File: config.mk
export PLATFORM = sky130hd
export DESIGN_NAME = tvec_unit
export DESIGN_NICKNAME = d
export VERILOG_FILES = /design/src/rtl/tvec_pkg.sv /design/src/rtl/tvec_legal.sv /design/src/rtl/tvec_target.sv /design/src/rtl/tvec_unit.sv
export SDC_FILE = /design/constraint.sdc
export NUM_CORES = 1
export LEC_CHECK = 0
export ABC_CLOCK_PERIOD_IN_PS = 1740
export CAP_MARGIN = 20
export CELL_PAD_IN_SITES_DETAIL_PLACEMENT = 1
export CELL_PAD_IN_SITES_GLOBAL_PLACEMENT = 1
export CORE_AREA = 10 10 89 91
export DETAILED_ROUTE_END_ITERATION = 12
export DIE_AREA = 0 0 99 101
export GPL_TIMING_DRIVEN = 0
export PLACE_DENSITY_LB_ADDON = 0.1
export SLEW_MARGIN = 0
export SYNTH_ARGS = -nofsm -noshare
export SYNTH_HDL_FRONTEND = slang
export SYNTH_HIERARCHICAL = 1
export SYNTH_SLANG_ARGS = --single-unit
File: constraint.sdc
create_clock -name clk -period 1.74 [get_ports clk]
set_clock_uncertainty 0.2 [all_clocks]
set_input_delay 0.261 -clock clk [delete_from_list [all_inputs] [get_ports clk]]
set_output_delay 0.261 -clock clk [all_outputs]
set_load 0.005 [all_outputs]
File: src/rtl/tvec_pkg.sv
package tvec_pkg;

    typedef enum logic [1:0] {
        TV_DIRECT   = 2'd0,
        TV_VECTORED = 2'd1,
        TV_RSVD2    = 2'd2,
        TV_RSVD3    = 2'd3
    } tv_mode_e;

    // Only codes with the upper bit clear are usable modes.
    function automatic logic tv_mode_ok(input logic [1:0] code);
        return (code[1] == 1'b0);
    endfunction

endpackage

File: src/rtl/tvec_legal.sv
module tvec_legal #(
    parameter int XLEN    = 32,
    parameter int VEC_LSB = 6
) (
    input  logic [XLEN-1:0] cur_vec,
    input  logic [XLEN-1:0] wr_vec,
    output logic [XLEN-1:0] legal_vec
);
    import tvec_pkg::*;

    localparam logic [XLEN-1:0] VEC_KEEP = ~((XLEN'(1) << VEC_LSB) - XLEN'(1));

    logic [1:0]      mode_sel;
    logic [XLEN-1:0] base_sel;

    always_comb begin
        mode_sel = tv_mode_ok(wr_vec[1:0]) ? wr_vec[1:0] : cur_vec[1:0];
        base_sel = {wr_vec[XLEN-1:2], 2'b00};
        if (mode_sel == TV_VECTORED) begin
            base_sel = base_sel & VEC_KEEP;
        end
        legal_vec = base_sel | {{(XLEN-2){1'b0}}, mode_sel};
    end

endmodule

File: src/rtl/tvec_target.sv
module tvec_target #(
    parameter int XLEN       = 32,
    parameter int CW         = 4,
    parameter bit USE_INSERT = 1'b1
) (
    input  logic [XLEN-1:0] vec,
    input  logic            intr,
    input  logic [CW-1:0]   cause,
    output logic [XLEN-1:0] pc
);
    import tvec_pkg::*;

    logic [XLEN-1:0] base;
    logic [XLEN-1:0] offs;
    logic            take_vec;

    always_comb begin
        base     = {vec[XLEN-1:2], 2'b00};
        offs     = {{(XLEN-CW-2){1'b0}}, cause, 2'b00};
        take_vec = (vec[1:0] == TV_VECTORED) && intr;
    end

    generate
        if (USE_INSERT) begin : g_insert
            // Low base bits are guaranteed zero, so OR acts as the add.
            always_comb pc = take_vec ? (base | offs) : base;
        end else begin : g_adder
            always_comb pc = take_vec ? (base + offs) : base;
        end
    endgenerate

endmodule

File: src/rtl/tvec_unit.sv
module tvec_unit #(
    parameter int              XLEN       = 32,
    parameter int              NCAUSE     = 16,
    parameter int              VEC_ALIGN  = 4 * NCAUSE,
    parameter logic [XLEN-1:0] RESET_BASE = '0
) (
    input  logic                       clk,
    input  logic                       rst_n,
    input  logic                       csr_we,
    input  logic [XLEN-1:0]            csr_wdata,
    output logic [XLEN-1:0]            csr_rdata,
    input  logic                       trap_intr,
    input  logic [$clog2(NCAUSE)-1:0]  trap_cause,
    output logic [XLEN-1:0]            trap_pc
);
    import tvec_pkg::*;

    localparam int CW         = $clog2(NCAUSE);
    localparam int CAUSE_SPAN = 1 << CW;
    localparam int VEC_LSB    = $clog2(VEC_ALIGN);
    localparam bit USE_INSERT = (VEC_ALIGN >= 4 * CAUSE_SPAN);

    typedef struct packed {
        logic [XLEN-1:2] base;
        tv_mode_e        mode;
    } tvec_st_t;

    tvec_st_t        st_d, st_q;
    logic [XLEN-1:0] legal_vec;

    tvec_legal #(.XLEN(XLEN), .VEC_LSB(VEC_LSB)) legal_i (
        .cur_vec   (st_q),
        .wr_vec    (csr_wdata),
        .legal_vec (legal_vec)
    );

    always_comb begin
        st_d = st_q;
        if (csr_we) begin
            st_d = tvec_st_t'(legal_vec);
        end
    end

    always_ff @(posedge clk) begin
        if (!rst_n) begin
            st_q.base <= RESET_BASE[XLEN-1:2];
            st_q.mode <= TV_DIRECT;
        end else begin
            st_q <= st_d;
        end
    end

    assign csr_rdata = st_q;

    tvec_target #(.XLEN(XLEN), .CW(CW), .USE_INSERT(USE_INSERT)) target_i (
        .vec   (st_q),
        .intr  (trap_intr),
        .cause (trap_cause),
        .pc    (trap_pc)
    );

endmodule

# Yosys cells after proc, flatten, opt, wreduce, memory -nomap -nowiden
# Index checks and enable logic that the tools add are counted.
# W data, S select, Z words.
[word_totals]
register_bits = 32
wordCells = 10
[op_classes]
n_eq_ne = 2
mux = 3
bitwise_logic = 2
n_reduce_logical = 1
[op_table]
columns = ["operator", "count"]
rows = [
  ["$mux W32", 1],
  ["$or A32 B2 Y32", 1],
  ["$or A32 B6 Y32", 1],
  ["$mux W6", 1],
  ["$eq A2 B1 Y1 const B", 2],
  ["$mux W2", 1],
  ["$logic_and A1 B1 Y1", 1],
]

# Longest topological paths before layout
# Gate-level depths: netlist of run 1.
[logic_depth]
ltp_word = 4
ltp_mapped = 4
depth_no_buf = 4

# By module
# Netlist of run 1, hierarchy kept.
[by_module_without_submodules]
columns = ["module", "n_inst", "cells_per_inst", "area_each_um2"]
rows = [
  ["tvec_unit", 1, 103, 1243.7],
  ["tvec_legal", 1, 35, 256.5],
  ["tvec_target", 1, 34, 252.7],
]

# Worst setup path before layout of run 1
# No wires, ideal clock.
[synth_timing]
path_type = "reg-to-output"
startpoint = "register st_q (netlist bit csr_rdata[1])"
endpoint = "output trap_pc[2]"
arrival_time_ns = 0.751
t_required_ns = 1.279
setup_slack_ns = 0.528
stages_incl_launch_ff = 3
path_cell_list = "dfxtp_1 > and3b_1 > a21o_1"
[synth_between]
elab_chain_len = 3
[synth_lines]
columns = ["item", "line_no", "source"]
rows = [
  ["start, declared", "tvec_unit.sv:28", "tvec_st_t st_d, st_q;"],
  ["start signal, assigned", "tvec_unit.sv:49", "st_q <= st_d;"],
  ["$eq A2 B1 Y1", "tvec_target.sv:20", "take_vec = (vec[1:0] == TV_VECTORED) && intr;"],
  ["$logic_and A1 B1 Y1", "tvec_target.sv:20", ""],
  ["$mux W32", "tvec_target.sv:26", "always_comb pc = take_vec ? (base | offs) : base;"],
  ["end, declared", "tvec_unit.sv:14", "output logic [XLEN-1:0] trap_pc"],
]
# No other way between the ends.

# Worst setup path in the final report of run 1
[layout_timing]
startpoint = "register st_q (netlist bit csr_rdata[0])"
endpoint = "output trap_pc[5]"
# Same word-level chain as after synthesis.

==> results.tsv, run 1 <==
stage	metric	value	unit
logic_synthesis	syn_avg_cell_area	10.19	um2
pwr	power_density	665.8	nW/um2
floorplan	dieArea	9999	um2
grt	grt_overflow	0	
logic_synthesis	seq_area_frac_synth	0.3655	
drt	first_pass_iters	4	
pwr	intPower	1415	uW
cells_and_area	num-fill-cells	699	
clocking	clk_pin_slew_worst_paths	0.07	ns
floorplan	core_area	6205	um2
timing	hold_viol_final	0	
pwr	switchingPower	412.0	uW
clocking	htree_levels	2	
clocking	numCtsBuffers	5	
min_path	hold_path_class	primary input to flip-flop	
cells_and_area	final_layout_size_suffix_gt1_frac	0.3938	
pwr	seqPwrFrac	0.446	
drt	routed_wl	4.740	mm
drt	first_iter_violations	10	
timing	finalCritPeriodShare	0.9736	
timing	slew_violations	0	
cells_and_area	nets	298	
pwr	swShare	0.2255	
place	pre_cts_slack	-0.3351	ns
drt	antenna_left	0	
cells_and_area	synthToLayoutAreaGrowth	56.53	%
timing	fin_setup_tns	0	ns
timing	setup_viol	0	
pwr	combPwrFrac	0.239	
cells_and_area	antenna_cells	0	
pwr	total_power	1827	uW
critical_path	cp_max_fo	4	
timing	fin_ws	0.04599	ns
grt	grt_max_degree	11	
pwr	irDropWorstVdd	0.0002847	V
outcome	outcome	complete, no violations	
logic_synthesis	yosysUniqueCellTypes	15	
critical_path	cp_data_arrival_time	1.23	ns
floorplan	row_count	29	
drt	wl_per_cell	14.11	um
pwr	leakage	0.001276	uW
clocking	cts_tree	built	
timing	timing.final.crit_period	1.694	ns
timing	rsz0062_at_grt	yes	
critical_path	setup.worst_path.start_class	flip-flop	
logic_synthesis	yosysWarnings	6	
floorplan	die_x	99	um
logic_synthesis	netlist_area	1753	um2
drt	num_vias	1362	
logic_synthesis	synthCells	172	
cells_and_area	mostFrequentLayoutCell	clkdlybuf4s50_1	
critical_path	crit_type	flip-flop to output port	
cells_and_area	multi_input_area	629.4	um2
clocking	root_buffer	clkbuf_8	
grt	grt_first_pass_wirelength	7.410	mm
grt	first_global_vias	1436	
place	io_buffer_count	74	
drt	drc	0	
run	max-cap-violations	0	
cells_and_area	final_cell_mix	clkdlybuf4s50_1, buf_4, mux2i_1, nor2b_1, dfxtp_2	
timing	fmaxAchievable	0.5903	GHz
floorplan	ios	104	
pwr	power_frac_clock	0.315	
cells_and_area	largest_reg_flops	32	
drt	via_per_inst	4.054	
place	dpl.hpwl	3.917	mm
grt	grt_usage	0.09323	
grt	antenna_found_initial	0	
clocking	cts_sinks	32	
logic_synthesis	synth-seq-cells	32	
cells_and_area	ff_latch_area	674.4	um2
critical_path	crit_required	1.28	ns
clocking	clock_latency	0.27	ns
floorplan	start_util	0.2825	
place	place_congestion	0.6541	
clocking	clockBufferDepth	2	
critical_path	cp-end-kind	output port	
floorplan	fp.dieH	101	um
==> per-stage QoR <==
stage	util	cells	hold slack, ns	instance area (um2)
global route	0.4422	336	0.02938	2744
finish	0.4422	336	0.03732	2744
global placement	0.4180	324	0.3167	2594
CTS	0.4366	335	0.03080	2709
floorplan	-	173	0.1892	1757
detailed placement	0.4180	324	0.3255	2594
==> final timing paths <==
path / endpoint / start / depth (start not counted) / slack, ns
setup / recovery: trap_pc[5] / csr_rdata[0] / 4 / 0.05
hold / removal: csr_rdata[9] / csr_wdata[9] / 3 / 0.04
setup reg to reg: csr_rdata[2] / csr_rdata[1] / 5 / 0.34
hold reg to reg: csr_rdata[28] / csr_rdata[28] / 2 / 0.32
==> synth_stat cells <==
| master | instances | area share |
|---|---|---|
| conb_1 | 1 | 0.0021 |
| dfxtp_1 | 32 | 0.37 |
| nand2_1 | 2 | 0.0043 |
| a21o_1 | 4 | 0.017 |
| and3b_1 | 1 | 0.0050 |
| buf_12 | 3 | 0.034 |
| buf_6 | 1 | 0.0064 |
| nor2b_1 | 32 | 0.11 |
| mux2i_1 | 32 | 0.18 |
| nand3b_1 | 1 | 0.0043 |
| buf_4 | 54 | 0.23 |
| nand2b_4 | 1 | 0.0078 |
| clkbuf_1 | 3 | 0.0064 |
| and2_2 | 1 | 0.0043 |
| and3_1 | 4 | 0.014 |
==> what timing repair did <==
item	in CTS	in global routing
endpoints found under the hold margin	0	0
pin swaps	5	1
setup buffers	3	1
gates resized for setup	20	27
endpoints found under the setup margin	5	29
hold buffers	0	0
==> metal layers <==
| metal | share of wire | GRT usage |
|---|---|---|
| met5 | 0 | 0 |
| met4 | 0.013 | 0.03308 |
| met3 | 0.13 | 0.06516 |
| met2 | 0.50 | 0.1573 |
| met1 | 0.36 | 0.08761 |
==> cell type report <==
cell class / instances / area share
Timing Repair Buffer: 78 / 0.2791
Clock buffer: 8 / 0.03283
Multi-Input combinational cell: 80 / 0.2294
Buffer: 61 / 0.1778
Tap cell: 77 / 0.03511
Sequential cell: 32 / 0.2458
==> critical path: stages (launching register included) <==
cell and delay, ns:
dfxtp_2 0.33, and3b_2 0.25, buf_6 0.12, a21o_1 0.14, buf_2 0.12
==> power groups by stage <==
stage | Combinational [uW] | Clock (uW) | Sequential (uW)
after global routing | 476 | 643 | 822
final | 436 | 576 | 814
after CTS | 447 | 604 | 809
after detailed placement | 448 | 0 | 824
after floorplan | 222 | 0 | 823
after global placement | 443 | 0 | 823
==> cells by family after synthesis <==
group / synth area share
compound gates: 0.01713
buf+inv: 0.2784
flops: 0.3655
mux: 0.1827
other cells: 0.002139
simple gates: 0.1542
Power figures use the tool's default switching activity.
==> run 2: changes to the inputs <==
Settings changed: CORE_AREA 10 10 89 91 to 10 10 82 99, DIE_AREA 0 0 99 101 to 0 0 92 109.
==> results.tsv, run 2 (synthesis results as in run 1) <==
stage	metric	value	unit	change
timing	fin_setup_tns	0	ns	unchanged
place	place_inst	332		was 324
cells_and_area	nets	297		was 298
critical_path	crit_type	flip-flop to output port		unchanged
pwr	intPower	1513	uW	was 1415 uW
clocking	clockBufferDepth	2		unchanged
grt	grt_first_pass_wirelength	7.396	mm	was 7.410 mm
clocking	clk_pin_slew_worst_paths	0.07	ns	about the same
pwr	power_frac_clock	0.360		was 0.315
min_path	hold_path_class	primary input to flip-flop		unchanged
grt	grt.busiest_layer	met2		unchanged
drt	via_per_inst	3.924		was 4.054
critical_path	path_buf_inv	2		unchanged
floorplan	start_util	0.2806		was 0.2825
timing	timing.final.crit_period	1.702	ns	was 1.694 ns
place	io_buffer_count	74		unchanged
grt	grt_max_degree	11		unchanged
place	pre_cts_slack	-0.3229	ns	was -0.3351 ns
clocking	root_buffer	clkbuf_8		unchanged
place	place_congestion	0.6739		was 0.6541
clocking	cts_sinks	32		unchanged
clocking	clock_latency	0.27	ns	about the same
timing	rsz0062_at_grt	yes		unchanged
run	max-cap-violations	0		unchanged
grt	first_global_vias	1514		was 1436
critical_path	max_stage_delay	0.35	ns	was 0.33 ns
cells_and_area	ff_latch_area	674.4	um2	unchanged
cells_and_area	finalNonFillerCells	343		was 336
pwr	total_power	1948	uW	was 1827 uW
critical_path	path_cells	and3b_2 > buf_6 > a21o_1 > buf_2		unchanged
critical_path	setup.worst_path.start_class	flip-flop		unchanged
drt	first_pass_iters	3		was 4
cells_and_area	largest_reg_flops	32		unchanged
critical_path	cp_max_fo	4		unchanged
cells_and_area	antenna_cells	0		unchanged
grt	grt_use_met3	0.05846		was 0.06516
drt	wl_per_cell	14.07	um	was 14.11 um
place	dpl.hpwl	3.939	mm	was 3.917 mm
floorplan	dieArea	10030	um2	was 9999 um2
timing	fin_ws	0.03795	ns	was 0.04599 ns
cells_and_area	fin_util	0.4413		was 0.4422
cells_and_area	final_cell_mix	clkdlybuf4s50_1, buf_4, mux2i_1, nor2b_1, dfxtp_2		unchanged
grt	grtUsageMet2	0.1571		was 0.1573
critical_path	cp-end-kind	output port		unchanged
grt	antenna_found_initial	0		unchanged
timing	slew_violations	0		unchanged
drt	first_iter_violations	30		was 10
floorplan	row_count	32		was 29
cells_and_area	final_layout_size_suffix_gt1_frac	0.3876		was 0.3938
clocking	hold_buffers	0		unchanged
floorplan	die_x	92	um	was 99 um
pwr	switchingPower	435.0	uW	was 412.0 uW
floorplan	core_area	6246	um2	was 6205 um2
cells_and_area	mostFrequentLayoutCell	clkdlybuf4s50_1		unchanged
timing	finalCritPeriodShare	0.9782		was 0.9736
clocking	htree_levels	2		unchanged
pwr	power_density	706.5	nW/um2	was 665.8 nW/um2
cells_and_area	synthToLayoutAreaGrowth	57.24	%	was 56.53%
timing	fmaxAchievable	0.5875	GHz	was 0.5903 GHz
floorplan	fp.dieH	109	um	was 101 um
pwr	leakage	0.001282	uW	was 0.001276 uW
cells_and_area	multi_input_area	629.4	um2	unchanged
timing	hold_viol_final	0		unchanged
pwr	swShare	0.2234		was 0.2255
critical_path	slowest_stage	dfxtp_4		was dfxtp_2
floorplan	ios	104		unchanged
drt	antenna_left	0		unchanged
grt	grt_usage	0.09252		was 0.09323
clocking	numCtsBuffers	5		unchanged
critical_path	critPathTopFamily	flip-flops		unchanged
timing	setup_viol	0		unchanged
cells_and_area	num-fill-cells	725		was 699
clocking	cts_tree	built		unchanged
pwr	combPwrFrac	0.223		was 0.239
drt	num_vias	1346		was 1362
critical_path	cp_data_arrival_time	1.24	ns	was 1.23 ns
critical_path	crit_required	1.28	ns	about the same
grt	grt_use_met1	0.09029		was 0.08761
drt	drc	0		unchanged
drt	routed_wl	4.825	mm	was 4.740 mm
pwr	seqPwrFrac	0.417		was 0.446
pwr	irDropWorstVdd	0.0003726	V	was 0.0002847 V
grt	grt_overflow	0		unchanged
outcome	outcome	complete, no violations		unchanged
==> run 2: changes by cell type in the layout (fill, tap and decap cells not counted), sizes merged <==
cell           previous run  this run
buf                      65        63
clkinv                    0         1
clkdlybuf4s15             1         0
dlygate4sd2               1         2
bufinv                    0         1
clkdlybuf4s50            68        67
==> run 2: per-stage QoR <==
stage                     instance area [um2]  hold slack, ns
after floorplan                          1757          0.1892
after global placement                   2604          0.3175
after detailed placement                 2604          0.3270
after CTS                                2736         0.03071
after global routing                     2756         0.04123
final                                    2756         0.03712
==> run 2: cell type report <==
cell class / count / share of cell area
Timing Repair Buffer: 77 / 0.2724
Sequential cell: 32 / 0.2447
Multi-Input combinational cell: 80 / 0.2283
Buffer: 61 / 0.1770
Tap cell: 85 / 0.03858
Clock buffer: 6 / 0.02633
Clock inverter: 2 / 0.01271
==> run 2: path summary, 6_finish.rpt <==
| path | startpoint | endpoint | slack (ns) | cells past startpoint |
|---|---|---|---|---|
| max | csr_rdata[1] | trap_pc[2] | 0.04 | 4 |
| min | csr_wdata[31] | csr_rdata[31] | 0.04 | 3 |
| max reg2reg | csr_rdata[1] | csr_rdata[2] | 0.35 | 5 |
| min reg2reg | csr_rdata[22] | csr_rdata[22] | 0.32 | 2 |
==> run 2: worst register-to-register path, delay by kind of cell (launching register included) <==
family | cells | cell delay (ns)
buffers and inverters | 1 | 0.14
muxes | 1 | 0.13
and+or+nand+nor | 3 | 0.47
DFF | 1 | 0.35
==> run 2: repair_timing <==
| item | 4_1_cts | 5_1_grt |
|---|---|---|
| pin swaps | 2 | 1 |
| setup endpoints to repair | 5 | 27 |
| resized for setup | 21 | 25 |
| setup buffers | 3 | 0 |
| hold endpoints to repair | 0 | 0 |
==> run 2: power by group through the flow <==
stage	clock network, uW	registers [uW]	logic, uW
floorplan	0	823	222
global placement	0	823	443
detailed placement	0	823	449
CTS	732	806	448
global route	768	818	475
finish	702	812	434
==> run 2: per-layer routing <==
metal / vias up / share of wire
li1: 665 / -
met1: 611 / 0.38
met2: 66 / 0.49
met3: 4 / 0.12
met4: 0 / 0.0087
met5: - / 0
==> run 3: changes to the inputs <==
Settings changed: CORE_AREA 10 10 82 99 to 5 5 77 94, DIE_AREA 0 0 92 109 to 0 0 82 99.
==> results.tsv, run 3 (synthesis results as in run 1) <==
stage	metric	value	unit	change
outcome	outcome	complete, no violations		unchanged
pwr	irDropWorstVdd	0.0002671	V	was 0.0003726 V
cells_and_area	mostFrequentLayoutCell	clkdlybuf4s50_1		unchanged
grt	antenna_found_initial	0		unchanged
cells_and_area	final_layout_size_suffix_gt1_frac	0.3798		was 0.3876
place	dpl.hpwl	3.346	mm	was 3.939 mm
timing	setup_viol	0		unchanged
timing	fmaxAchievable	0.5916	GHz	was 0.5875 GHz
timing	rsz0062_at_grt	yes		unchanged
pwr	leakage	0.001283	uW	was 0.001282 uW
drt	first_iter_violations	16		was 30
cells_and_area	largest_reg_flops	32		unchanged
clocking	htree_levels	2		unchanged
floorplan	core_area	6246	um2	unchanged
min_path	min_from	csr_wdata[10]		was csr_wdata[31]
place	io_buffer_count	74		unchanged
timing	timing.final.crit_period	1.690	ns	was 1.702 ns
critical_path	r2r_slack	0.37	ns	was 0.35 ns
drt	wl_per_cell	12.50	um	was 14.07 um
cells_and_area	synthToLayoutAreaGrowth	56.32	%	was 57.24%
drt	antenna_left	0		unchanged
grt	first_global_vias	1403		was 1514
min_path	hold_path_class	primary input to flip-flop		unchanged
clocking	clock_latency	0.27	ns	about the same
drt	routed_wl	4.287	mm	was 4.825 mm
place	place_congestion	0.6539		was 0.6739
critical_path	crit_required	1.28	ns	about the same
floorplan	ios	104		unchanged
critical_path	cp_data_arrival_time	1.23	ns	was 1.24 ns
floorplan	start_util	0.2806		unchanged
clocking	cts_sinks	32		unchanged
drt	first_pass_iters	4		was 3
grt	grt_usage	0.1069		was 0.09252
timing	slew_violations	0		unchanged
pwr	total_power	1831	uW	was 1948 uW
critical_path	crit_type	flip-flop to output port		unchanged
cells_and_area	nets	297		unchanged
timing	hold_viol_final	0		unchanged
cells_and_area	antenna_cells	0		unchanged
clocking	cts_tree	built		unchanged
grt	grt_first_pass_wirelength	6.741	mm	was 7.396 mm
critical_path	rr_worst_depth	5		unchanged
clocking	hold_buffers	0		unchanged
critical_path	cp_max_fo	3		was 4
timing	hold_ws	0.03961	ns	was 0.03712 ns
drt	via_per_inst	3.913		was 3.924
timing	finalCritPeriodShare	0.9715		was 0.9782
clocking	numCtsBuffers	5		unchanged
pwr	power_density	668.2	nW/um2	was 706.5 nW/um2
drt	drc	0		unchanged
floorplan	dieArea	8118	um2	was 10030 um2
timing	fin_setup_tns	0	ns	unchanged
grt	grt_max_degree	11		unchanged
drt	num_vias	1342		was 1346
min_path	min_path_cells	3		unchanged
clocking	root_buffer	clkbuf_8		unchanged
critical_path	setup.worst_path.start_class	flip-flop		unchanged
cells_and_area	fin_util	0.4387		was 0.4413
floorplan	die_x	82	um	was 92 um
min_path	holdPathEnd	csr_rdata[10]		was csr_rdata[31]
run	max-cap-violations	0		unchanged
clocking	clockBufferDepth	2		unchanged
floorplan	row_count	32		unchanged
critical_path	r2r-start	csr_rdata[1]		unchanged
clocking	clk_pin_slew_worst_paths	0.07	ns	about the same
cells_and_area	final_cell_mix	clkdlybuf4s50_1, buf_4, mux2i_1, nor2b_1, dfxtp_2		unchanged
grt	grt_overflow	0		unchanged
critical_path	cp-end-kind	output port		unchanged
floorplan	fp.dieH	99	um	was 109 um
critical_path	rr_endpoint	csr_rdata[3]		was csr_rdata[2]
## run 3: area by class of cell
type	count	area [um2]
Fill cell	731	3506
Timing Repair Buffer	77	755.7
Sequential cell	32	668.1
Multi-Input combinational cell	80	629.4
Buffer	61	488.0
Tap cell	85	106.4
Clock buffer	6	82.58
Clock inverter	2	10.01
## run 3: worst max path at each step
stage / from / end / cells past startpoint
after floorplan: csr_rdata[1] / trap_pc[2] / 2
after global placement: trap_intr / trap_pc[2] / 4
after detailed placement: trap_intr / trap_pc[5] / 4
after CTS: trap_intr / trap_pc[3] / 5
after global routing: csr_rdata[1] / trap_pc[4] / 4
final: csr_rdata[1] / trap_pc[5] / 4
## run 3: routing by layer
layer,up-vias,global-route usage,routed length (um)
li1,666,-,-
met1,609,0.1242,1715
met2,67,0.1749,2170
met3,0,0.04479,402
met4,0,0.03453,0
met5,-,0,0
## run 3: critical path, stage by stage (launching register included)
cell and delay (ns):
dfxtp_2 0.34, and3b_2 0.24, buf_6 0.12, a21o_1 0.14, buf_2 0.12
## run 3: where the power goes
group / switching (uW) / leakage, uW / total [uW] / internal [uW]
registers: 32.4 / 0.000272 / 813 / 781
logic: 122 / 0.000960 / 430 / 308
clock network: 273 / 0.0000510 / 588 / 315
total: 427 / 0.00128 / 1830 / 1400
## run 3: timing repair
action	4_1_cts	5_1_grt
gates resized for setup	18	24
setup endpoints to repair	4	25
buffers inserted	3	0
pin swaps	0	4
## run 3: stage by stage
stage / area [um2] / instances / setup WS (ns)
after floorplan: 1757 / 173 / 0.5280
after global placement: 2604 / 332 / -0.3087
after detailed placement: 2604 / 332 / -0.2972
after CTS: 2711 / 343 / 0.0006589
after global routing: 2740 / 343 / -0.01611
final: 2740 / 343 / 0.04958
